[config.mk]
export PLATFORM = sky130hd
export DESIGN_NAME = wac_top
export DESIGN_NICKNAME = d
export VERILOG_FILES = /design/src/rtl/wac_pkg.sv /design/src/rtl/wac_rst_sync.sv /design/src/rtl/wac_addr_stage.sv /design/src/rtl/wac_addr_step.sv /design/src/rtl/wac_top.sv
export SDC_FILE = /design/constraint.sdc
export NUM_CORES = 1
export LEC_CHECK = 0
export ABC_AREA = 1
export BUFFER_PORTS_ARGS = -buffer_cell sky130_fd_sc_hd__buf_2
export CORE_AREA = 2 2 69 71
export DETAILED_ROUTE_END_ITERATION = 8
export DIE_AREA = 0 0 71 73
export PLACE_DENSITY = 0.56
export SETUP_SLACK_MARGIN = 0.2
export SLEW_MARGIN = 20
export SYNTH_ARGS = -nofsm -noshare
export SYNTH_HDL_FRONTEND = slang
export SYNTH_SLANG_ARGS = --single-unit
export TNS_END_PERCENT = 20
[constraint.sdc]
create_clock -name clk -period 1.7 [get_ports clk]
set_input_delay 0.17 -clock clk [delete_from_list [all_inputs] [get_ports clk]]
set_output_delay 0.17 -clock clk [all_outputs]
set_load 0.02 [all_outputs]
[src/rtl/wac_pkg.sv]
package wac_pkg;
  typedef enum logic {
    WAC_WRITE = 1'b0,
    WAC_READ  = 1'b1
  } wac_mode_e;
endpackage

[src/rtl/wac_rst_sync.sv]
module wac_rst_sync (
  input  logic clk,
  input  logic rst_n,
  output logic rst_sync_n
);
  logic [1:0] sync_q;

  always_ff @(posedge clk or negedge rst_n) begin
    if (!rst_n) sync_q <= 2'b00;
    else        sync_q <= {sync_q[0], 1'b1};
  end

  assign rst_sync_n = sync_q[1];
endmodule

[src/rtl/wac_addr_stage.sv]
module wac_addr_stage #(
  parameter int ADDR_W = 13
) (
  input  logic              clk,
  input  logic              rst_n,
  input  logic              load_hi,
  input  logic              load_lo,
  input  logic [7:0]        byte_in,
  output logic              commit,
  output logic [ADDR_W-1:0] load_addr
);
  localparam int HI_W = ADDR_W - 8;

  logic [HI_W-1:0] hi_q, hi_d;
  logic            pend_q, pend_d;

  // a low byte commits only behind a staged high byte
  assign commit    = load_lo & pend_q & ~load_hi;
  assign load_addr = {hi_q, byte_in};

  always_comb begin
    hi_d   = hi_q;
    pend_d = pend_q;
    if (load_hi) begin
      hi_d   = byte_in[HI_W-1:0];
      pend_d = 1'b1;
    end else if (commit) begin
      pend_d = 1'b0;
    end
  end

  always_ff @(posedge clk or negedge rst_n) begin
    if (!rst_n) begin
      hi_q   <= '0;
      pend_q <= 1'b0;
    end else begin
      if (load_hi) hi_q <= hi_d;
      pend_q <= pend_d;
    end
  end

  assert_commit_clears_R6: assert property (@(posedge clk) disable iff (!rst_n)
    commit |=> !pend_q);
  assert_hi_arms_R2: assert property (@(posedge clk) disable iff (!rst_n)
    load_hi |=> pend_q);
endmodule

[src/rtl/wac_addr_step.sv]
module wac_addr_step #(
  parameter int ADDR_W = 13,
  parameter int PAGE_W = 5
) (
  input  logic [ADDR_W-1:0] cur,
  input  wac_pkg::wac_mode_e mode,
  output logic [ADDR_W-1:0] nxt
);
  logic [ADDR_W-1:0] full_inc;
  assign full_inc = cur + 1'b1;

  generate
    if (PAGE_W >= ADDR_W) begin : g_single_page
      assign nxt = full_inc;
    end else begin : g_paged
      logic [PAGE_W-1:0] ofs_inc;
      assign ofs_inc = cur[PAGE_W-1:0] + 1'b1;
      assign nxt = (mode == wac_pkg::WAC_READ) ? full_inc
                                                : {cur[ADDR_W-1:PAGE_W], ofs_inc};
    end
  endgenerate
endmodule

[src/rtl/wac_top.sv]
module wac_top #(
  parameter int ADDR_W = 13,
  parameter int PAGE_W = 5
) (
  input  logic              clk,
  input  logic              rst_n,
  input  logic              load_hi,
  input  logic              load_lo,
  input  logic [7:0]        byte_in,
  input  logic              step,
  input  logic              rd_mode,
  output logic [ADDR_W-1:0] addr,
  output logic [PAGE_W-1:0] page_ofs
);
  logic              rst_int_n;
  logic              commit;
  logic [ADDR_W-1:0] load_addr, step_addr;
  logic [ADDR_W-1:0] addr_q, addr_d;
  wac_pkg::wac_mode_e mode;

  assign mode = wac_pkg::wac_mode_e'(rd_mode);

  wac_rst_sync u_rst (.clk(clk), .rst_n(rst_n), .rst_sync_n(rst_int_n));

  wac_addr_stage #(.ADDR_W(ADDR_W)) u_stage (
    .clk(clk), .rst_n(rst_int_n), .load_hi(load_hi), .load_lo(load_lo),
    .byte_in(byte_in), .commit(commit), .load_addr(load_addr));

  wac_addr_step #(.ADDR_W(ADDR_W), .PAGE_W(PAGE_W)) u_step (
    .cur(addr_q), .mode(mode), .nxt(step_addr));

  always_comb begin
    addr_d = addr_q;
    if (commit)    addr_d = load_addr;
    else if (step) addr_d = step_addr;
  end

  always_ff @(posedge clk or negedge rst_int_n) begin
    if (!rst_int_n)          addr_q <= '0;
    else if (commit | step)  addr_q <= addr_d;
  end

  assign addr     = addr_q;
  assign page_ofs = addr_q[PAGE_W-1:0];

  assert_idle_hold_R5: assert property (@(posedge clk) disable iff (!rst_int_n)
    (!step && !load_lo) |=> $stable(addr));
  assert_write_page_kept_R3: assert property (@(posedge clk) disable iff (!rst_int_n)
    (step && !rd_mode && !load_lo) |=> addr[ADDR_W-1:PAGE_W] == $past(addr[ADDR_W-1:PAGE_W]));
  assert_read_carry_R4: assert property (@(posedge clk) disable iff (!rst_int_n)
    (step && rd_mode && !load_lo) |=> addr == ADDR_W'($past(addr) + 1'b1));
  assert_low_load_R2: assert property (@(posedge clk) disable iff (!rst_int_n)
    commit |=> addr[7:0] == $past(byte_in));
  assert_hi_alone_R6: assert property (@(posedge clk) disable iff (!rst_int_n)
    (load_hi && !step) |=> $stable(addr));
endmodule

==> flow_summary.ini, run 1 <==
[critical_path]
r2r_setup_slack_ps = 370
critical_path.max_fanout = 7
ff2ff_path_depth = 8
worstPathRequired_ps = 1870
r2r_end = addr[6]
critical_path_class = register to register
r2r-start = addr[0]
start_kind = register
arrival_ps = 1510
crit_start = addr[0]
setup.worst_path.end_class = register
worstSetupEndpoint = addr[6]

[synth]
syn-cell-area_um2 = 1300
ys_seq_area_share_pct = 40.5
ys_types = 27
yosys_warnings = 0
synth.net_count = 188
postSynthCellCount = 173
synth.avg_cell_area_um2 = 7.50
synth_seq_cells = 21

[floorplanning]
rows = 25
coreArea_um2 = 4540
pin_count = 32
dieArea_um2 = 5180
die_height_um = 73
die_width_um = 71
initial_core_util_pct = 28.6

[clock_network]
cts_hold_buf = 1
cts_made_buffers = 3
clock_latency_ps = 270
cts.sinks = 21
cts-resized-gates = 0
htree_levels = 1
clockBufferDepth = 2
clk_pin_slew_worst_paths_ps = 80
cts_tree = yes
root_buffer = clkbuf_8
post-cts-setup-buffer-count = 0

[job]
drv_cap = 0

[placed_design]
placed_cell_area_um2 = 1460
hpwl_mm = 2.35
port_buffers = 31
place.gp.congestion = 0.860

[route]
postRouteWirelength_mm = 3.05
drt_iter0_drc = 32
drcViolationCount = 0
firstDrtPassIters = 4
wl_per_cell_um = 11.9
postRouteAntennaNets = 0
vias = 1152
via_per_inst = 4.50

[grt]
gr-usage-all-layers_pct = 12.7
grt_pass1_vias = 1087
antenna_found_initial = 0
grt_max_degree = 20
grt_pass1_wl_mm = 5.13
grt_overflow = 0

[cells_and_area]
layout-drive-gt1-share_pct = 23.8
n_fill_cell = 484
area_growth_pct = 16.5
antenna_cells = 0
num-nets-final = 218
fin_area_um2 = 1510

[sta]
fmax_ghz = 0.750
setup-violations-final = 0
period_needed_ps = 1330
tns_ps = 0
finalMaxSlewViolations = 0
finalCritPeriodShare_pct = 78.4
grt_setup_unrepaired = false
skew_ps = 5.58
hold_violations = 0

[hold_path]
hold_path.class = primary input to register

[power]
seqPwrFrac_pct = 40.4
irDropWorstVdd_v = 0.000361
p_clk_share_pct = 19.8
leakagePower_nw = 0.802
power_frac_comb_pct = 39.7
p_int_w = 0.000992
swShare_pct = 43.0
switchingPower_w = 0.000748
total_power_w = 0.00174
powerDensity_nw_per_um2 = 1150

[run_status]
status = complete, no violations
==> sequential cells by signal, summed over array words and instances, names as in the netlist <==
signal,cells
addr,13
u_stage.hi_q,5
u_rst.sync_q,2
u_stage.pend_q,1
==> placed cells by master (no fill, tap or decap), drive strengths merged <==
| cell | n |
|---|---|
| dlygate4sd3 | 1 |
| buf | 32 |
| nand2 | 51 |
| conb | 1 |
| nand4 | 5 |
| o21ai | 10 |
| a21o | 1 |
| a21oi | 2 |
| nor3 | 1 |
| dfrtp | 21 |
| inv | 31 |
| nor2 | 13 |
| clkbuf | 4 |
| o211ai | 1 |
| a22oi | 1 |
| ha | 1 |
| o22ai | 5 |
| nand3 | 21 |
==> power groups by stage <==
stage	Combinational [W]	Sequential, W	Clock, W
floorplan	0.000438	0.000806	0
global placement	0.000696	0.000718	0
detailed placement	0.000694	0.000717	0
CTS	0.000701	0.000706	0.000353
global route	0.000764	0.000724	0.000377
finish	0.000691	0.000704	0.000345
==> worst max-delay path, cell delays in order (launching register included) <==
cell and delay (ps):
dfrtp_1 440, ha_1 220, nand2_1 70, inv_1 120, nand2_1 80, o21ai_0 150
nand2_1 60, nand2_1 60, nand2_1 40
==> stage by stage <==
| step | util (%) | cells | hold WS (ps) | setup WS, ps |
|---|---|---|---|---|
| detailed placement | 32.1 | 251 | -40.5 | 367 |
| finish | 33.3 | 256 | 102 | 367 |
| global route | 33.3 | 256 | 119 | 214 |
| global placement | 32.1 | 251 | -41.8 | 414 |
| CTS | 33.3 | 256 | 106 | 355 |
| floorplan | - | 173 | -126 | 328 |
==> layout make-up <==
| class | instances | area [µm²] | share of cell area (%) |
|---|---|---|---|
| Sequential cell | 21 | 526 | 34.8 |
| Tap cell | 54 | 67.6 | 4.47 |
| Clock buffer | 4 | 45.0 | 2.98 |
| Timing Repair Buffer | 33 | 173 | 11.4 |
| Multi-Input combinational cell | 113 | 577 | 38.2 |
| Inverter | 31 | 124 | 8.20 |
==> synth_stat cells, drive strengths merged <==
cell | n | area, µm²
o211ai | 1 | 7.51
nand4 | 5 | 31.3
a22oi | 1 | 7.51
nor2 | 13 | 61.3
nor3 | 1 | 5.00
nand2 | 51 | 199
conb | 1 | 3.75
ha | 1 | 12.5
o22ai | 5 | 56.3
buf | 8 | 71.3
inv | 31 | 124
a21o | 1 | 7.51
o21ai | 10 | 53.8
dfrtp | 21 | 526
a21oi | 2 | 13.8
nand3 | 21 | 118
==> how the worst min path moves through the flow <==
stage,startpoint,endpoint,slack [ps],cells after the start
after global routing,byte_in[6],addr[6],120,3
after detailed placement,rst_n,u_rst.sync_q[1],-40,1
after floorplan,rst_n,u_rst.sync_q[0],-130,0
after CTS,byte_in[6],addr[6],110,3
after global placement,rst_n,u_rst.sync_q[0],-40,1
final,byte_in[6],addr[6],100,3
==> layer usage <==
| metal | share of wire [%] | vias up | global-route usage, % |
|---|---|---|---|
| li1 | - | 602 | - |
| met1 | 47 | 515 | 15.9 |
| met2 | 46 | 30 | 21.6 |
| met3 | 4.8 | 5 | 2.35 |
| met4 | 1.7 | 0 | 5.03 |
| met5 | 0 | - | 0 |
==> kinds of logic after synthesis <==
family          count (synthesis)  synth area share, %
compound gates                 20                 11.3
fa+ha+maj                       1                0.964
buf+inv                        39                 15.0
flops                          21                 40.5
other cells                     1                0.289
simple gates                   91                 31.9
Power figures use the tool's default switching activity.
==> inputs of run 2 (changes only) <==
==> constraint.sdc (replaced) <==
create_clock -name clk -period 1.3 [get_ports clk]
set_input_delay 0.13 -clock clk [delete_from_list [all_inputs] [get_ports clk]]
set_output_delay 0.13 -clock clk [all_outputs]
set_load 0.02 [all_outputs]
==> run 2 against run 1 <==
  * First-iteration DRC count grew 69%
  * Fmax grew 15%
  * Largest cell class unchanged
  * Critical path type unchanged
  * Flip-flop and latch count is the same
  * Setup slack lost 230 ps
  * Final area grew 15%
==> flow_summary.ini, run 2 (same netlist as run 1, synthesis figures left out) <==
[critical_path]
r2r_setup_slack_ps = 140
cp_cell_sequence = nand3_4 > buf_12 > nand2_8 > a21o_1 > nand2_1 > nand2_1
worst-path-buf-inv = 1
critical_path.max_fanout = 12
setup.worst_path.end_class = register
worst_path_max_delay_cell = dfrtp_2
worstPathRequired_ps = 1470
crit_top_cell = nand2_1
start_kind = register
cp_top_family = flip-flops
max_stage_delay_ps = 450
r2r-start = u_stage.pend_q
ff2ff_path_depth = 6
critical_path_class = register to register
arrival_ps = 1330
r2r_end = addr[6]

[sta]
setup-violations-final = 0
period_needed_ps = 1160
tns_ps = 0
skew_ps = 1.50
finalMaxSlewViolations = 0
hold_violations = 0
fmax_ghz = 0.862
finalCritPeriodShare_pct = 89.2
grt_setup_unrepaired = true

[floorplanning]
die_width_um = 71
die_height_um = 73
coreArea_um2 = 4540
dieArea_um2 = 5180
rows = 25
initial_core_util_pct = 28.6
pin_count = 32

[cells_and_area]
largest_reg_flops = 13
fin_area_um2 = 1740
layout_commonest_cell = nand2_1
n_fill_cell = 466
area_growth_pct = 34.2
layout-drive-gt1-share_pct = 39.0
num-nets-final = 234
antenna_cells = 0
mostFrequentLayoutCells = nand2_1, buf_2, inv_1, nand3_1, buf_4

[clock_network]
clk_pin_slew_worst_paths_ps = 80
cts_tree = yes
cts_made_buffers = 3
root_buffer = clkbuf_8
cts.sinks = 21
clockBufferDepth = 2
clock_latency_ps = 270
htree_levels = 1

[grt]
grt_max_degree = 20
antenna_found_initial = 0
gr-usage-all-layers_pct = 13.3
grt_pass1_vias = 1092
grt_overflow = 0
grt_pass1_wl_mm = 5.38

[route]
vias = 1241
firstDrtPassIters = 4
postRouteWirelength_mm = 3.41
wl_per_cell_um = 12.5
postRouteAntennaNets = 0
drcViolationCount = 0
drt_iter0_drc = 54
via_per_inst = 4.56

[placed_design]
place.gp.congestion = 0.845
hpwl_mm = 2.47
port_buffers = 31
placed_cell_area_um2 = 1530

[power]
irDropWorstVdd_v = 0.000476
power_frac_comb_pct = 47.3
powerDensity_nw_per_um2 = 1480
seqPwrFrac_pct = 35.1
leakagePower_nw = 0.890
switchingPower_w = 0.00110
p_clk_share_pct = 17.6
swShare_pct = 42.8
p_int_w = 0.00148

[run_status]
status = complete, no violations

[hold_path]
whs_path_depth = 3
hold_path.class = primary input to register
whs_endpoint = addr[6]
min_from = byte_in[6]

[job]
drv_cap = 0
[run 2: cell count changes in the layout (fill, tap and decap cells not counted), sizes merged]
cell,delta
clkinv,+1
buf,+15
clkbuf,-1
nand3,+1
[run 2: timing repair]
item,in CTS,in global routing
hold buffers,1,0
pin swaps,4,5
gates cloned,0,1
endpoints found under the hold margin,2,0
endpoints found under the setup margin,14,22
setup buffers,3,5
gates resized for setup,6,14
[run 2: how the worst max path moves through the flow]
stage / startpoint / to / slack (ps) / depth (start not counted)
after global placement: addr[0] / addr[12] / 110 / 7
after floorplan: addr[6] / addr[9] / 130 / 7
after CTS: addr[0] / addr[6] / 150 / 8
final: u_stage.pend_q / addr[6] / 140 / 6
after detailed placement: addr[0] / addr[12] / 90 / 7
after global routing: addr[6] / addr[12] / 80 / 7
[run 2: worst reg2reg max path: cells and delay by family, from the launching register on]
| kind | cells | cell delay, ps |
|---|---|---|
| buf+inv | 1 | 130 |
| flops | 1 | 450 |
| compound gates | 1 | 170 |
| simple gates | 4 | 310 |
[run 2: layout make-up]
type                            instances  area [µm²]  share of cell area [%]
Clock buffer                            3        41.3                    2.37
Clock inverter                          1        5.00                   0.287
Inverter                               31         129                    7.40
Multi-Input combinational cell        114         658                    37.8
Sequential cell                        21         534                    30.7
Tap cell                               54        67.6                    3.88
Timing Repair Buffer                   48         307                    17.6
[run 2: routing by layer]
| metal | up-vias | track usage (%) | wire length, µm |
|---|---|---|---|
| li1 | 644 | - | - |
| met1 | 557 | 18.6 | 1600 |
| met2 | 35 | 20.8 | 1580 |
| met3 | 5 | 2.35 | 190 |
| met4 | 0 | 4.40 | 43 |
| met5 | - | 0 | 0 |
[run 2: per-stage QoR]
step | total power, W | cells | hold slack, ps | setup WS, ps | utilization [%]
final | 0.00258 | 272 | 62.0 | 140 | 38.4
after global routing | 0.00276 | 272 | 66.9 | 75.7 | 38.4
after CTS | 0.00253 | 266 | 59.2 | 146 | 36.1
after detailed placement | 0.00198 | 258 | -81.5 | 92.3 | 33.8
after global placement | 0.00199 | 258 | -81.8 | 109 | 33.8
after floorplan | 0.00167 | 173 | -166 | 129 | -
[run 2: power groups by stage]
stage               Combinational [W]  Sequential (W)  Clock [W]
floorplan                    0.000595         0.00108          0
global placement              0.00106        0.000924          0
detailed placement            0.00106        0.000925          0
CTS                           0.00116        0.000902   0.000470
global route                  0.00133        0.000932   0.000499
finish                        0.00122        0.000906   0.000454
